===== config.mk =====
export PLATFORM = sky130hd
export DESIGN_NAME = eam_decoder
export DESIGN_NICKNAME = d
export VERILOG_FILES = /design/src/rtl/eam_pkg.sv /design/src/rtl/eam_opcode_class.sv /design/src/rtl/eam_ext_class.sv /design/src/rtl/eam_lane_pick.sv /design/src/rtl/eam_decoder.sv
export SDC_FILE = /design/constraint.sdc
export NUM_CORES = 1
export LEC_CHECK = 0
export CAP_MARGIN = 10
export CORE_ASPECT_RATIO = 1.5
export CORE_MARGIN = 3
export CORE_UTILIZATION = 30
export CTS_BUF_LIST = sky130_fd_sc_hd__clkbuf_16
export DETAILED_ROUTE_END_ITERATION = 6
export MAX_ROUTING_LAYER = met4
export SYNTH_ARGS = -nofsm -noshare
export SYNTH_HDL_FRONTEND = slang
export SYNTH_SLANG_ARGS = --single-unit

===== constraint.sdc =====
create_clock -name clk -period 4.8 [get_ports clk]
set_input_delay 0.96 -clock clk [delete_from_list [all_inputs] [get_ports clk]]
set_output_delay 0.96 -clock clk [all_outputs]
set_load 0.1 [all_outputs]

===== src/rtl/eam_pkg.sv =====
package eam_pkg;

    localparam int EA_W   = 32;
    localparam int RIDX_W = 6;
    localparam int CYC_W  = 4;
    localparam int NBUF   = 3;

    localparam logic [CYC_W-1:0] COST_DISP8  = 4'd2;
    localparam logic [CYC_W-1:0] COST_ABS16  = 4'd2;
    localparam logic [CYC_W-1:0] COST_ABS24  = 4'd3;
    localparam logic [CYC_W-1:0] COST_XLONG  = 4'd8;
    localparam logic [CYC_W-1:0] COST_XSHORT = 4'd5;
    localparam logic [CYC_W-1:0] COST_STEP   = 4'd3;
    localparam logic [CYC_W-1:0] COST_RCODE  = 4'd1;

    typedef enum logic [2:0] {
        K_NONE, K_REGIND, K_REGDISP, K_ABS, K_EXT, K_PREDEC, K_POSTINC, K_RCODE
    } ea_kind_e;

    typedef enum logic [2:0] {
        X_REGREG8, X_REGREG16, X_PCREL, X_REGDISP16, X_REG
    } ext_kind_e;

    typedef enum logic [2:0] {
        S_IDLE, S_FETCH, S_CALC, S_INDEX, S_DONE
    } dec_state_e;

    typedef struct packed {
        ea_kind_e         kind;
        logic [1:0]       nbytes;
        logic [2:0]       gsel;
        logic [CYC_W-1:0] cost;
    } op_class_t;

    typedef struct packed {
        ext_kind_e        kind;
        logic [1:0]       nbytes;
        logic [CYC_W-1:0] cost;
    } ext_class_t;

    function automatic logic [EA_W-1:0] sx8(input logic [7:0] v);
        return {{(EA_W-8){v[7]}}, v};
    endfunction

    function automatic logic [EA_W-1:0] sx16(input logic [15:0] v);
        return {{(EA_W-16){v[15]}}, v};
    endfunction

    function automatic logic [EA_W-1:0] step_amount(input logic [1:0] code);
        logic [EA_W-1:0] s;
        case (code)
            2'd0:    s = EA_W'(1);
            2'd1:    s = EA_W'(2);
            2'd2:    s = EA_W'(4);
            default: s = '0;
        endcase
        return s;
    endfunction

endpackage


===== src/rtl/eam_opcode_class.sv =====
module eam_opcode_class
    import eam_pkg::*;
(
    input  logic [7:0] opcode,
    output op_class_t  cls
);
    always_comb begin
        cls.kind   = K_NONE;
        cls.nbytes = 2'd0;
        cls.gsel   = opcode[2:0];
        cls.cost   = '0;
        if (opcode[7:6] == 2'b10) begin
            if (opcode[3]) begin
                cls.kind   = K_REGDISP;
                cls.nbytes = 2'd1;
                cls.cost   = COST_DISP8;
            end else begin
                cls.kind   = K_REGIND;
            end
        end else if (opcode[7:6] == 2'b11) begin
            case (opcode[3:0])
                4'h0: begin
                    cls.kind = K_ABS; cls.nbytes = 2'd1; cls.cost = COST_ABS16;
                end
                4'h1: begin
                    cls.kind = K_ABS; cls.nbytes = 2'd2; cls.cost = COST_ABS16;
                end
                4'h2: begin
                    cls.kind = K_ABS; cls.nbytes = 2'd3; cls.cost = COST_ABS24;
                end
                4'h3: begin
                    cls.kind = K_EXT; cls.nbytes = 2'd1; cls.cost = COST_XSHORT;
                end
                4'h4: begin
                    cls.kind = K_PREDEC; cls.nbytes = 2'd1; cls.cost = COST_STEP;
                end
                4'h5: begin
                    cls.kind = K_POSTINC; cls.nbytes = 2'd1; cls.cost = COST_STEP;
                end
                4'h7: begin
                    if (opcode != 8'hF7) begin
                        cls.kind = K_RCODE; cls.nbytes = 2'd1; cls.cost = COST_RCODE;
                    end
                end
                default: ;
            endcase
        end
    end
endmodule


===== src/rtl/eam_ext_class.sv =====
module eam_ext_class
    import eam_pkg::*;
(
    input  logic [7:0] mode_byte,
    output ext_class_t xcls
);
    always_comb begin
        xcls.kind   = X_REG;
        xcls.nbytes = 2'd1;
        xcls.cost   = COST_XSHORT;
        if (mode_byte == 8'h03) begin
            xcls.kind = X_REGREG8;  xcls.nbytes = 2'd3; xcls.cost = COST_XLONG;
        end else if (mode_byte == 8'h07) begin
            xcls.kind = X_REGREG16; xcls.nbytes = 2'd3; xcls.cost = COST_XLONG;
        end else if (mode_byte == 8'h13) begin
            xcls.kind = X_PCREL;    xcls.nbytes = 2'd3; xcls.cost = COST_XLONG;
        end else if (mode_byte[1:0] == 2'b01) begin
            xcls.kind = X_REGDISP16; xcls.nbytes = 2'd3;
        end
    end
endmodule


===== src/rtl/eam_lane_pick.sv =====
module eam_lane_pick
    import eam_pkg::*;
(
    input  logic [EA_W-1:0] word,
    input  logic [1:0]      code,
    input  logic            wide,
    output logic [EA_W-1:0] value
);
    logic [7:0]  lane8;
    logic [15:0] lane16;

    always_comb begin
        case (code)
            2'd0:    lane8 = word[7:0];
            2'd1:    lane8 = word[15:8];
            2'd2:    lane8 = word[23:16];
            default: lane8 = word[31:24];
        endcase
        lane16 = code[1] ? word[31:16] : word[15:0];
        value  = wide ? sx16(lane16) : sx8(lane8);
    end
endmodule


===== src/rtl/eam_decoder.sv =====
module eam_decoder
    import eam_pkg::*;
#(
    parameter int GPR_BASE = 56
) (
    input  logic              clk,
    input  logic              rst,
    input  logic              start,
    input  logic [7:0]        opcode,
    input  logic [EA_W-1:0]   pc_base,
    output logic              fetch_req,
    input  logic              fetch_ack,
    input  logic [7:0]        fetch_byte,
    output logic [RIDX_W-1:0] rf_rd_idx,
    input  logic [EA_W-1:0]   rf_rd_data,
    output logic              rf_we,
    output logic [RIDX_W-1:0] rf_wr_idx,
    output logic [EA_W-1:0]   rf_wr_data,
    output logic [EA_W-1:0]   ea,
    output logic [CYC_W-1:0]  extra_cyc,
    output logic              rcode_valid,
    output logic [7:0]        rcode,
    output logic              done
);
    localparam logic [RIDX_W-1:0] GPR_IDX0   = RIDX_W'(GPR_BASE);
    localparam int                PCREL_SKIP = NBUF;

    dec_state_e       st_q;
    ea_kind_e         kind_q;
    logic [2:0]       gsel_q;
    logic [CYC_W-1:0] cost_q;
    logic [1:0]       need_q;
    logic [1:0]       cnt_q;
    logic [1:0]       need_now;
    ext_kind_e        xkind_q;
    logic [CYC_W-1:0] xcost_q;
    logic [EA_W-1:0]  pc_q;
    logic [EA_W-1:0]  base_q;
    logic [7:0]       buf_q [NBUF];

    op_class_t        ocls;
    ext_class_t       xcls;
    logic             accept;
    logic             regreg;
    logic [EA_W-1:0]  lane_val;
    logic [EA_W-1:0]  step;
    logic [EA_W-1:0]  abs_val;

    eam_opcode_class u_ocls (.opcode(opcode), .cls(ocls));
    eam_ext_class    u_xcls (.mode_byte(fetch_byte), .xcls(xcls));
    eam_lane_pick    u_lane (
        .word (rf_rd_data),
        .code (buf_q[2][1:0]),
        .wide (xkind_q == X_REGREG16),
        .value(lane_val)
    );

    assign fetch_req = (st_q == S_FETCH);
    assign accept    = fetch_req && fetch_ack;
    assign done      = (st_q == S_DONE);
    assign need_now  = (kind_q == K_EXT && cnt_q == 2'd0) ? xcls.nbytes : need_q;
    assign regreg    = (xkind_q == X_REGREG8) || (xkind_q == X_REGREG16);
    assign step      = step_amount(buf_q[0][1:0]);

    // extension byte capture, one lane per stream position
    for (genvar gi = 0; gi < NBUF; gi++) begin : g_buf
        always_ff @(posedge clk) begin
            if (rst)
                buf_q[gi] <= '0;
            else if (accept && cnt_q == 2'(gi))
                buf_q[gi] <= fetch_byte;
        end
    end

    always_comb begin
        case (need_q)
            2'd1:    abs_val = {{(EA_W-8){1'b0}},  buf_q[0]};
            2'd2:    abs_val = {{(EA_W-16){1'b0}}, buf_q[1], buf_q[0]};
            default: abs_val = {{(EA_W-24){1'b0}}, buf_q[2], buf_q[1], buf_q[0]};
        endcase
    end

    always_comb begin
        rf_rd_idx = GPR_IDX0 + RIDX_W'(gsel_q);
        if (st_q == S_INDEX)
            rf_rd_idx = buf_q[2][7:2];
        else if (kind_q == K_EXT && regreg)
            rf_rd_idx = buf_q[1][7:2];
        else if (kind_q == K_EXT || kind_q == K_PREDEC || kind_q == K_POSTINC)
            rf_rd_idx = buf_q[0][7:2];
    end

    assign rf_we      = (st_q == S_CALC) && (kind_q == K_PREDEC || kind_q == K_POSTINC)
                        && (buf_q[0][1:0] != 2'b11);
    assign rf_wr_idx  = buf_q[0][7:2];
    assign rf_wr_data = (kind_q == K_PREDEC) ? rf_rd_data - step : rf_rd_data + step;

    always_ff @(posedge clk) begin
        if (rst) begin
            st_q        <= S_IDLE;
            kind_q      <= K_NONE;
            gsel_q      <= '0;
            cost_q      <= '0;
            need_q      <= '0;
            cnt_q       <= '0;
            xkind_q     <= X_REG;
            xcost_q     <= '0;
            pc_q        <= '0;
            base_q      <= '0;
            ea          <= '0;
            extra_cyc   <= '0;
            rcode_valid <= 1'b0;
            rcode       <= '0;
        end else begin
            case (st_q)
                S_IDLE: begin
                    if (start) begin
                        kind_q <= ocls.kind;
                        gsel_q <= ocls.gsel;
                        cost_q <= ocls.cost;
                        need_q <= ocls.nbytes;
                        cnt_q  <= '0;
                        pc_q   <= pc_base;
                        st_q   <= (ocls.nbytes == 2'd0) ? S_CALC : S_FETCH;
                    end
                end
                S_FETCH: begin
                    if (accept) begin
                        cnt_q <= cnt_q + 2'd1;
                        if (kind_q == K_EXT && cnt_q == 2'd0) begin
                            need_q  <= xcls.nbytes;
                            xkind_q <= xcls.kind;
                            xcost_q <= xcls.cost;
                        end
                        if (cnt_q + 2'd1 == need_now)
                            st_q <= S_CALC;
                    end
                end
                S_CALC: begin
                    st_q        <= S_DONE;
                    rcode_valid <= 1'b0;
                    extra_cyc   <= cost_q;
                    ea          <= rf_rd_data;
                    case (kind_q)
                        K_REGIND:  ;
                        K_REGDISP: ea <= rf_rd_data + sx8(buf_q[0]);
                        K_ABS:     ea <= abs_val;
                        K_EXT: begin
                            extra_cyc <= xcost_q;
                            case (xkind_q)
                                X_REGREG8, X_REGREG16: begin
                                    base_q <= rf_rd_data;
                                    st_q   <= S_INDEX;
                                end
                                X_PCREL:     ea <= pc_q + EA_W'(PCREL_SKIP)
                                                   + sx16({buf_q[2], buf_q[1]});
                                X_REGDISP16: ea <= rf_rd_data + sx16({buf_q[2], buf_q[1]});
                                default:     ;
                            endcase
                        end
                        K_PREDEC:  ea <= rf_rd_data - step;
                        K_POSTINC: ;
                        K_RCODE: begin
                            ea          <= '0;
                            rcode       <= buf_q[0];
                            rcode_valid <= 1'b1;
                        end
                        default:   ea <= '0;
                    endcase
                end
                S_INDEX: begin
                    ea   <= base_q + lane_val;
                    st_q <= S_DONE;
                end
                S_DONE:  st_q <= S_IDLE;
                default: st_q <= S_IDLE;
            endcase
        end
    end

    logic start_none;
    logic start_regind;
    assign start_none   = (st_q == S_IDLE) && start && !opcode[7];
    assign start_regind = (st_q == S_IDLE) && start && (opcode[7:6] == 2'b10) && !opcode[3];


    done_pulse_chk: assert property (@(posedge clk) disable iff (rst) done |=> !done);


    req_hold_chk: assert property (@(posedge clk) disable iff (rst)
        (fetch_req && !fetch_ack) |=> fetch_req);


    none_latency_chk: assert property (@(posedge clk) disable iff (rst)
        $past(start_none, 2) |-> (done && extra_cyc == '0 && !rcode_valid));


    regind_nofetch_chk: assert property (@(posedge clk) disable iff (rst)
        start_regind |=> !fetch_req);


    rcode_cost_chk: assert property (@(posedge clk) disable iff (rst)
        (done && rcode_valid) |-> (extra_cyc == COST_RCODE && ea == '0));


    wb_then_done_chk: assert property (@(posedge clk) disable iff (rst) rf_we |=> done);


    wb_moves_chk: assert property (@(posedge clk) disable iff (rst)
        rf_we |-> (rf_wr_data != rf_rd_data));

endmodule


; ---- Word-level counts from Yosys, hierarchy flattened
; Memory sizes are Yosys's and may differ from the RTL's.
; Index checks and enable logic that the tools add are counted.
[word_totals]
reg_bits = 133
latch_bits = 0
ramBits = 24
romBits = 0
elab_cells = 156
mem_count = 1
[mem_list]
columns = name, words, word_bits, rd, rd_clocked_by_memory_dff, write_ports, line
row1 = buf_q, 3, 8, 3, 0, 3, eam_decoder.sv:39  ; logic [7:0] buf_q [NBUF];
[op_classes]
n_addsub = 9
multipliers = 0
n_div = 0
n_lt_le_gt_ge = 0
n_eq_ne = 40
shift = 0
muxes = 58
bitwise_logic = 3
reduce_logical = 31
[op_table]
columns = op, count
row1 = $add 32x32->32, 5
row2 = $pmux 32 s5, 1
row3 = $pmux 32 s2, 2
row4 = $mux 32, 2
row5 = $pmux 24 s2, 1
row6 = $pmux 5 s7, 1
row7 = $add 32x2->32 const B, 1
row8 = $sub 32x32->32, 1
row9 = $mux 5, 5
row10 = $mux 8, 3
row11 = $pmux 8 s3, 1
row12 = $eq 3x2->1 const B, 6
row13 = $mux 6, 3
row14 = $mux 9, 2
row15 = $mux 16, 1
row16 = $mux 2, 8
row17 = $mux 4, 4
row18 = $pmux 4 s4, 1
row19 = $eq 3x3->1 const B, 5
row20 = $mux 3, 5
row21 = $mux 1, 14
row22 = $eq 2x2->1 const B, 6
row23 = $eq 4x3->1 const B, 3
row24 = $pmux 3 s4, 1
row25 = 26 further kinds, 59

; ---- Logic depth before layout (Yosys ltp)
; Gate-level depths: netlist of the first run.
[depth]
ltp_word = 10
depth_mapped = 16
ltp_nobuf = 16

; ---- By module
; A second synthesis of the first run with hierarchy kept.
[hier_totals]
cells_unflattened = 2232
hier_area_um2 = 16712.3
[modules_own_cells]
columns = mod, n_inst, cells_per_inst, area_per_inst_um2
row1 = eam_decoder, 1, 2128, 15696.3
row2 = eam_lane_pick, 1, 48, 599.3
row3 = eam_opcode_class, 1, 38, 300.3
row4 = eam_ext_class, 1, 18, 116.4

; ---- Worst setup path before layout of the first run
; Ideal clock, no wire load.
[synth_path]
path_kind = in2out
startpoint = input port rf_rd_data[0]
endpoint = output port rf_wr_data[16]
t_arrival_ns = 4.858
required_time_ns = 3.840
setup_slack_ns = -1.018
path_stages = 11
path_buffers = 0
cell_sequence = inv_1 -> ha_1 -> inv_1 -> fa_1 -> a21o_1 -> nor4_4 -> or4b_1 -> or4_4 -> nor2_1 -> a31oi_1 -> xnor2_1
[synth_via]
elab_chain_len = 2
elab_cells_between_ends = 3
classes_between = add/sub: 2 / mux: 1
[synth_rtl]
columns = element, line
row1 = start: declaration, eam_decoder.sv:15  ; input logic [EA_W-1:0] rf_rd_data,
row2 = $add 32x32->32 or $sub 32x32->32 (tied branches), eam_decoder.sv:96  ; assign rf_wr_data = (kind_q == K_PREDEC) ? rf_rd_data - step : rf_rd_data + step;
row3 = $mux 32 *, eam_decoder.sv:96
row4 = end: declaration, eam_decoder.sv:18  ; output logic [EA_W-1:0] rf_wr_data,
; Mark *: on every way between the ends. The rest lies on a longest branch, timed or not.

; ---- Worst setup path in the final report of the first run
[layout_path]
startpoint = input port rf_rd_data[9]
endpoint = output port rf_wr_data[28]
; Same word-level chain as after synthesis.

==> out/qor.csv, run 1 <==
metric,value,unit
CP Class,in2out,
first-pass GRT wire length,112,mm
Placement Setup Slack,-551,ps
sequential fraction of the synthesis area,0.207,
worst reg-to-reg path cell count,16,
clock buffer count from CTS,17,
VDD IR max,0.279,mV
site row count,103,
top post-synthesis cells by area,"dfxtp_1 (16%), ha_1 (13%), a21oi_1 (7.9%)",
vias per cell,5.70,
final setup vio count,1,
DRC violations left,0,
Max clock buf depth,2,
hold buffer count at CTS,0,
layout cells sized above 1,0.186,
Post-synth EDFFs,24,
1st-iter DRT viols,1432,
Syn Inst Count,2163,
Die ar.,56400,um2
Final WS setup,-4.79,ps
post-synthesis register bit count,154,
Max Fanout on Critical Path,9,
Die W,195,um
Worst R2R Start,buf_q[1][1]$_SDFFCE_PN0P_,
max cap viols,0,
Worst Tran Pin Value,1070,ps
Startpoint Class,input port,
Core Area,52800,um2
Yosys cell types,89,
worst hold start,base_q[5]$_SDFFE_PP0P_,
Compound-Gate Fraction of Synth Area,0.286,
antenna violations before repair,0,
Initial Util,0.304,
Clock Latency Late Sink,480,ps
Post-synth top flop,dfxtp_1,
DRT antenna net count,0,
vias,18400,
mean routed wirelength per cell,23.8,um
gr usage total,0.270,
Final Hold Fails,0,
Chip Height,289,um
Worst-path clk slew,70,ps
Final min period,4800,ps
main combinational cell family by area after synthesis,compound AO/OA/AOI/OAI gates,
PD cells,235,nW/um2
WHS Endpoint,base_q[5]$_SDFFE_PP0P_,
Final Power,5.09,mW
number of buffers added on ports,175,
Fmax,0.208,GHz
outcome,"complete, but fails checks",
largest net degree at the start of global routing,68,
area delta synth->final,35.0,%
TritonRoute pass-1 iters,6,
fin crit share,1.00,
Post-Synth XOR/XNOR Area,0.0735,
H-tree depth,4,
total gr overflow,0,
share of flip-flops with an asynchronous set or reset,0,
Max transition margin,0.287,
fin util,0.410,
reg2reg end,ea[29]$_SDFFE_PP0P_,
syn_nets,2417,
synthesized-area fraction occupied by adder cells,0.135,
Yosys top cell area share,0.162,
mux contribution to synthesized area,0.0324,
Worst EP arrival,3840,ps
Yosys top cell by area,dfxtp_1,
diodes inserted,0,
detailed placer's ending HPWL,62.5,mm
CTS tree,built,
violated checks,negative setup slack,
Lkg Pwr,9.23,nW
nets,2783,
final WL,76.7,mm
Worst Path Required,3840,ps
Hold Path Class,reg2reg,
Final Skew,18.0,ps
Hold Path Cell Cnt,2,
synthesized cell area,16100,um2
R2R Setup Slk,440,ps
Worst setup EP type,output port,
io pins,176,
clock root cell,clkbuf_16,
vias in the first global route,18100,
CTS Sinks,154,
"Warnings, synthesis",0,
Final Hold Slack,458,ps
final RePlAce weighted congestion,1.08,
Simple-Gate Fraction of Synth Area,0.221,
Slew Limit Fails,0,
Mapped Avg Cell Area,7.43,um2
final cells by class:
class / count / area (um2)
inverter: 49 / 184
sequential: 154 / 3320
fill: 5438 / 31100
multi-input combinational: 1827 / 12300
clock buffer: 17 / 425
tap: 682 / 853
timing repair buffer: 480 / 4440
clock inverter: 15 / 165
where the power goes:
group          total [mW]  internal, mW  switching [mW]
Sequential           1.45          1.38          0.0746
Clock                1.43         0.775           0.651
Combinational        2.22         0.815            1.40
Total                5.09          2.97            2.13
sequential cells by signal, indices dropped and copies added, names as in the netlist, 4 cells and up:
signal and count:
buf_q 24, extra_cyc 4, ea 32, pc_q 32, base_q 32, rcode 8
Yosys cell counts, drive strengths merged, types with 5 or more instances:
| cell type | instances |
|---|---|
| a21o | 60 |
| mux2i | 34 |
| nand2b | 20 |
| o21a | 20 |
| a211oi | 29 |
| o31ai | 10 |
| a31o | 5 |
| nand4 | 24 |
| and3 | 40 |
| or3 | 12 |
| or4 | 9 |
| a211o | 5 |
| a21oi | 255 |
| a221oi | 17 |
| or2 | 10 |
| edfxtp | 24 |
| xnor2 | 97 |
| nor2 | 181 |
| o21bai | 15 |
| nand3 | 48 |
| a311oi | 7 |
| and2 | 12 |
| o211ai | 27 |
| xor2 | 37 |
| buf | 23 |
| a22o | 7 |
| nand2 | 304 |
| o22ai | 7 |
| a222oi | 13 |
| o221ai | 7 |
| dfxtp | 130 |
| ha | 164 |
| nor4 | 12 |
| nand3b | 6 |
| nor2b | 16 |
| clkbuf | 110 |
| a221o | 7 |
| mux4 | 8 |
| inv | 49 |
| nor3 | 50 |
| fa | 6 |
| a31oi | 39 |
| o21ai | 137 |
| a22oi | 14 |
placed cells by master, fill, tap and decap left out, types with 7 or more instances in the layout:
cell             count
buf_4              300
nor2_1             173
nor2b_1             15
a21oi_1            251
edfxtp_1            24
and3_1              39
xnor2_1             83
a221oi_1            16
o21bai_1            15
o31ai_1             10
nand2b_1            19
nand2_1            303
xnor2_2             14
inv_1               47
ha_1               162
dfxtp_1            130
buf_12              38
or3_1               10
nor3_1              47
a31oi_1             37
xor2_1              34
o21ai_0            111
mux2i_1             34
or4_1                8
a221o_1              7
clkdlybuf4s50_1    124
a222oi_1            13
o21a_1              20
and2_1              11
a21o_1              60
a211oi_1            27
a22o_1               7
o21ai_1             22
a22oi_1             14
o211ai_1            27
nand3_1             46
mux4_2               8
nand4_1             24
clkbuf_16           17
o221ai_1             7
per-layer routing:
metal  vias up  routed length (um)  track usage  part of all wire
met5         -                   0            -                 0
met4         0                5210        0.166             0.068
met3       183                3930       0.0285             0.051
met2       702               38400        0.472              0.50
met1      8775               29100        0.295              0.38
li1       8714                   -            -                 -
worst max-delay path, cell delays in order:
cell,delay [ps]
clkdlybuf4s50_1,610
buf_6,230
and3_4,220
nand4_1,180
or3_4,460
nor4_4,290
buf_4,170
and2_4,140
a31oi_2,110
xnor2_2,240
buf_12,210
cells by family (layout without fill, tap and decap cells):
kind of cell    count (synthesis)  in the layout
xor+xnor                      134            134
mux                            42             42
flops                         154            154
simple gates                  761            761
fa+ha+maj                     170            170
compound gates                720            720
buf+inv                       182            561
per-stage QoR:
stage | area (um2) | setup TNS (ps) | std cells
after floorplan | 16200 | -773 | 2163
after global placement | 20900 | -5100 | 3182
after detailed placement | 20900 | -6390 | 3182
after CTS | 21600 | -6.93 | 3220
after global routing | 21700 | -25.2 | 3224
final | 21700 | -4.79 | 3224
how the worst max path moves through the flow:
stage | startpoint | to | slack (ps) | cells past startpoint
4_1_cts | buf_q[0][0]$_SDFFCE_PN0P_ | rf_wr_data[20] | -7 | 14
3_5_place_dp | rf_rd_data[14] | ea[29]$_SDFFE_PP0P_ | -550 | 15
6_report | rf_rd_data[9] | rf_wr_data[28] | -5 | 11
3_3_place_gp | rf_rd_data[0] | rf_wr_data[16] | -460 | 13
2_1_floorplan | rf_rd_data[0] | rf_wr_data[16] | -390 | 11
5_1_grt | rf_rd_data[16] | rf_wr_data[28] | -30 | 10
what timing repair did:
action / CTS / global route
setup buffers: 6 / 4
endpoints found under the setup margin: 21 / 18
gates resized for setup: 28 / 29
pin swaps: 14 / 13
endpoints found under the hold margin: 0 / 0
No activity file was read; power rests on OpenSTA's default activity.
==> run 2, diff against run 1 <==
Settings changed: SKIP_CTS_REPAIR_TIMING set to 1.
==> out/qor.csv, run 2 (synthesized netlist as in run 1, its figures left out) <==
metric,value,unit
outcome,finished clean,
CTS tree,built,
Hold Path Class,reg2reg,
DRT antenna net count,0,
Initial Util,0.304,
site row count,103,
FF/Latch Area,3320,um2
number of buffers added on ports,175,
net switching power,2.13,mW
fin crit share,0.996,
detailed placer's ending HPWL,62.5,mm
gr usage total,0.270,
DRC violations left,0,
Fmax,0.209,GHz
Final Power,5.09,mW
vias in the first global route,18100,
Comb power frac,0.435,
layout cells sized above 1,0.186,
total gr overflow,0,
CP max stage delay,600,ps
VDD IR max,0.280,mV
Final min period,4780,ps
"most common cell after layout, fill and taps aside",nand2_1,
TritonRoute pass-1 iters,5,
crit path cell chain,"clkdlybuf4s50_1, buf_6, and3_4, nand4_1, or3_4, nor4_4, buf_4, buf_4, a31oi_1, xnor2_2, buf_12",
1st-iter DRT viols,1432,
io pins,176,
diodes inserted,0,
final RePlAce weighted congestion,1.08,
Max Fanout on Critical Path,8,
Largest regs,"base_q: 32 flops, ea: 32 flops, pc_q: 32 flops",
Worst setup EP type,output port,
Worst Path Required,3840,ps
Core Area,52800,um2
Critical Path Most Common Cell,buf_4,
worst reg-to-reg path cell count,17,
first-pass GRT wire length,112,mm
CP top delay family,buffers and inverters,
WP buf/inv,5,
clock root cell,clkbuf_16,
max cap viols,0,
H-tree depth,4,
CP Class,in2out,
Max transition margin,0.265,
Int Pwr,2.97,mW
clock buffer count from CTS,17,
CTS Sinks,154,
area delta synth->final,35.2,%
reg2reg end,ea[21]$_SDFFE_PP0P_,
Worst Tran Pin Value,1100,ps
Max clock buf depth,2,
Final Skew,14.1,ps
mean routed wirelength per cell,23.8,um
Crit-path slowest cell,clkdlybuf4s50_1,
final WL,76.6,mm
vias per cell,5.68,
sw frac,0.417,
Final WS setup,21.4,ps
Die ar.,56400,um2
fill count,5420,
most frequent cells in the layout,"nand2_1 (303), buf_4 (299), a21oi_1 (251), nor2_1 (173), ha_1 (162)",
Worst EP arrival,3820,ps
Hold Path Cell Cnt,2,
Final Hold Fails,0,
Worst R2R Start,buf_q[2][0]$_SDFFCE_PN0P_,
Clock Latency Late Sink,470,ps
PD cells,234,nW/um2
Die W,195,um
R2R Setup Slk,470,ps
Placement Setup Slack,-551,ps
nets,2782,
Clk pwr share,0.280,
Lkg Pwr,9.28,nW
Slew Limit Fails,0,
multi-input logic area,12300,um2
Worst-path clk slew,70,ps
vias,18300,
Startpoint Class,input port,
RSZ-0062 raised after global routing,yes,
Chip Height,289,um
largest net degree at the start of global routing,68,
WHS Endpoint,base_q[5]$_SDFFE_PP0P_,
part of the power in registers,0.285,
worst hold start,base_q[5]$_SDFFE_PP0P_,
Final Hold Slack,458,ps
antenna violations before repair,0,
final setup vio count,0,
==> run 2: worst max path at each step <==
stage	start	to	cells past startpoint
finish	rf_rd_data[9]	rf_wr_data[30]	11
CTS	rf_rd_data[0]	rf_wr_data[20]	14
floorplan	rf_rd_data[0]	rf_wr_data[16]	11
global placement	rf_rd_data[0]	rf_wr_data[16]	13
global route	rf_rd_data[10]	rf_wr_data[23]	13
detailed placement	rf_rd_data[14]	ea[29]$_SDFFE_PP0P_	15
==> run 2: routing by layer <==
| layer | share of wire | up-vias | global-route usage |
|---|---|---|---|
| met5 | 0 | - | - |
| met4 | 0.069 | 0 | 0.167 |
| met3 | 0.046 | 168 | 0.0276 |
| met2 | 0.50 | 645 | 0.470 |
| met1 | 0.38 | 8759 | 0.296 |
| li1 | - | 8719 | - |
==> run 2: cell type report <==
class,count,area share
clock inverters,15,0.00760
clock buffers,17,0.0196
flip-flops and latches,154,0.153
repair buffers,479,0.205
multi-input cells,1827,0.567
well taps,682,0.0393
inverters,49,0.00847
==> run 2: tightest hold or removal path, cell delays in order, from the launching register on <==
cell and delay (ps):
dfxtp_1 310, nand2_1 50, a21oi_1 50
==> run 2: through the flow <==
stage	TNS [ps]	std cells	util	cell area [um2]
2_1_floorplan	-773	2163	-	16200
3_3_place_gp	-5100	3182	0.395	20900
3_5_place_dp	-6390	3182	0.395	20900
4_1_cts	-3400	3214	0.406	21500
5_1_grt	-84.1	3223	0.411	21700
6_report	0	3223	0.411	21700
==> run 2: power groups by stage <==
stage | clock (mW) | sequential (mW) | combinational, mW
2_1_floorplan | 0 | 1.55 | 1.24
3_3_place_gp | 0 | 1.48 | 2.16
3_5_place_dp | 0 | 1.48 | 2.17
4_1_cts | 1.45 | 1.45 | 2.18
5_1_grt | 1.49 | 1.46 | 2.36
6_report | 1.43 | 1.45 | 2.22
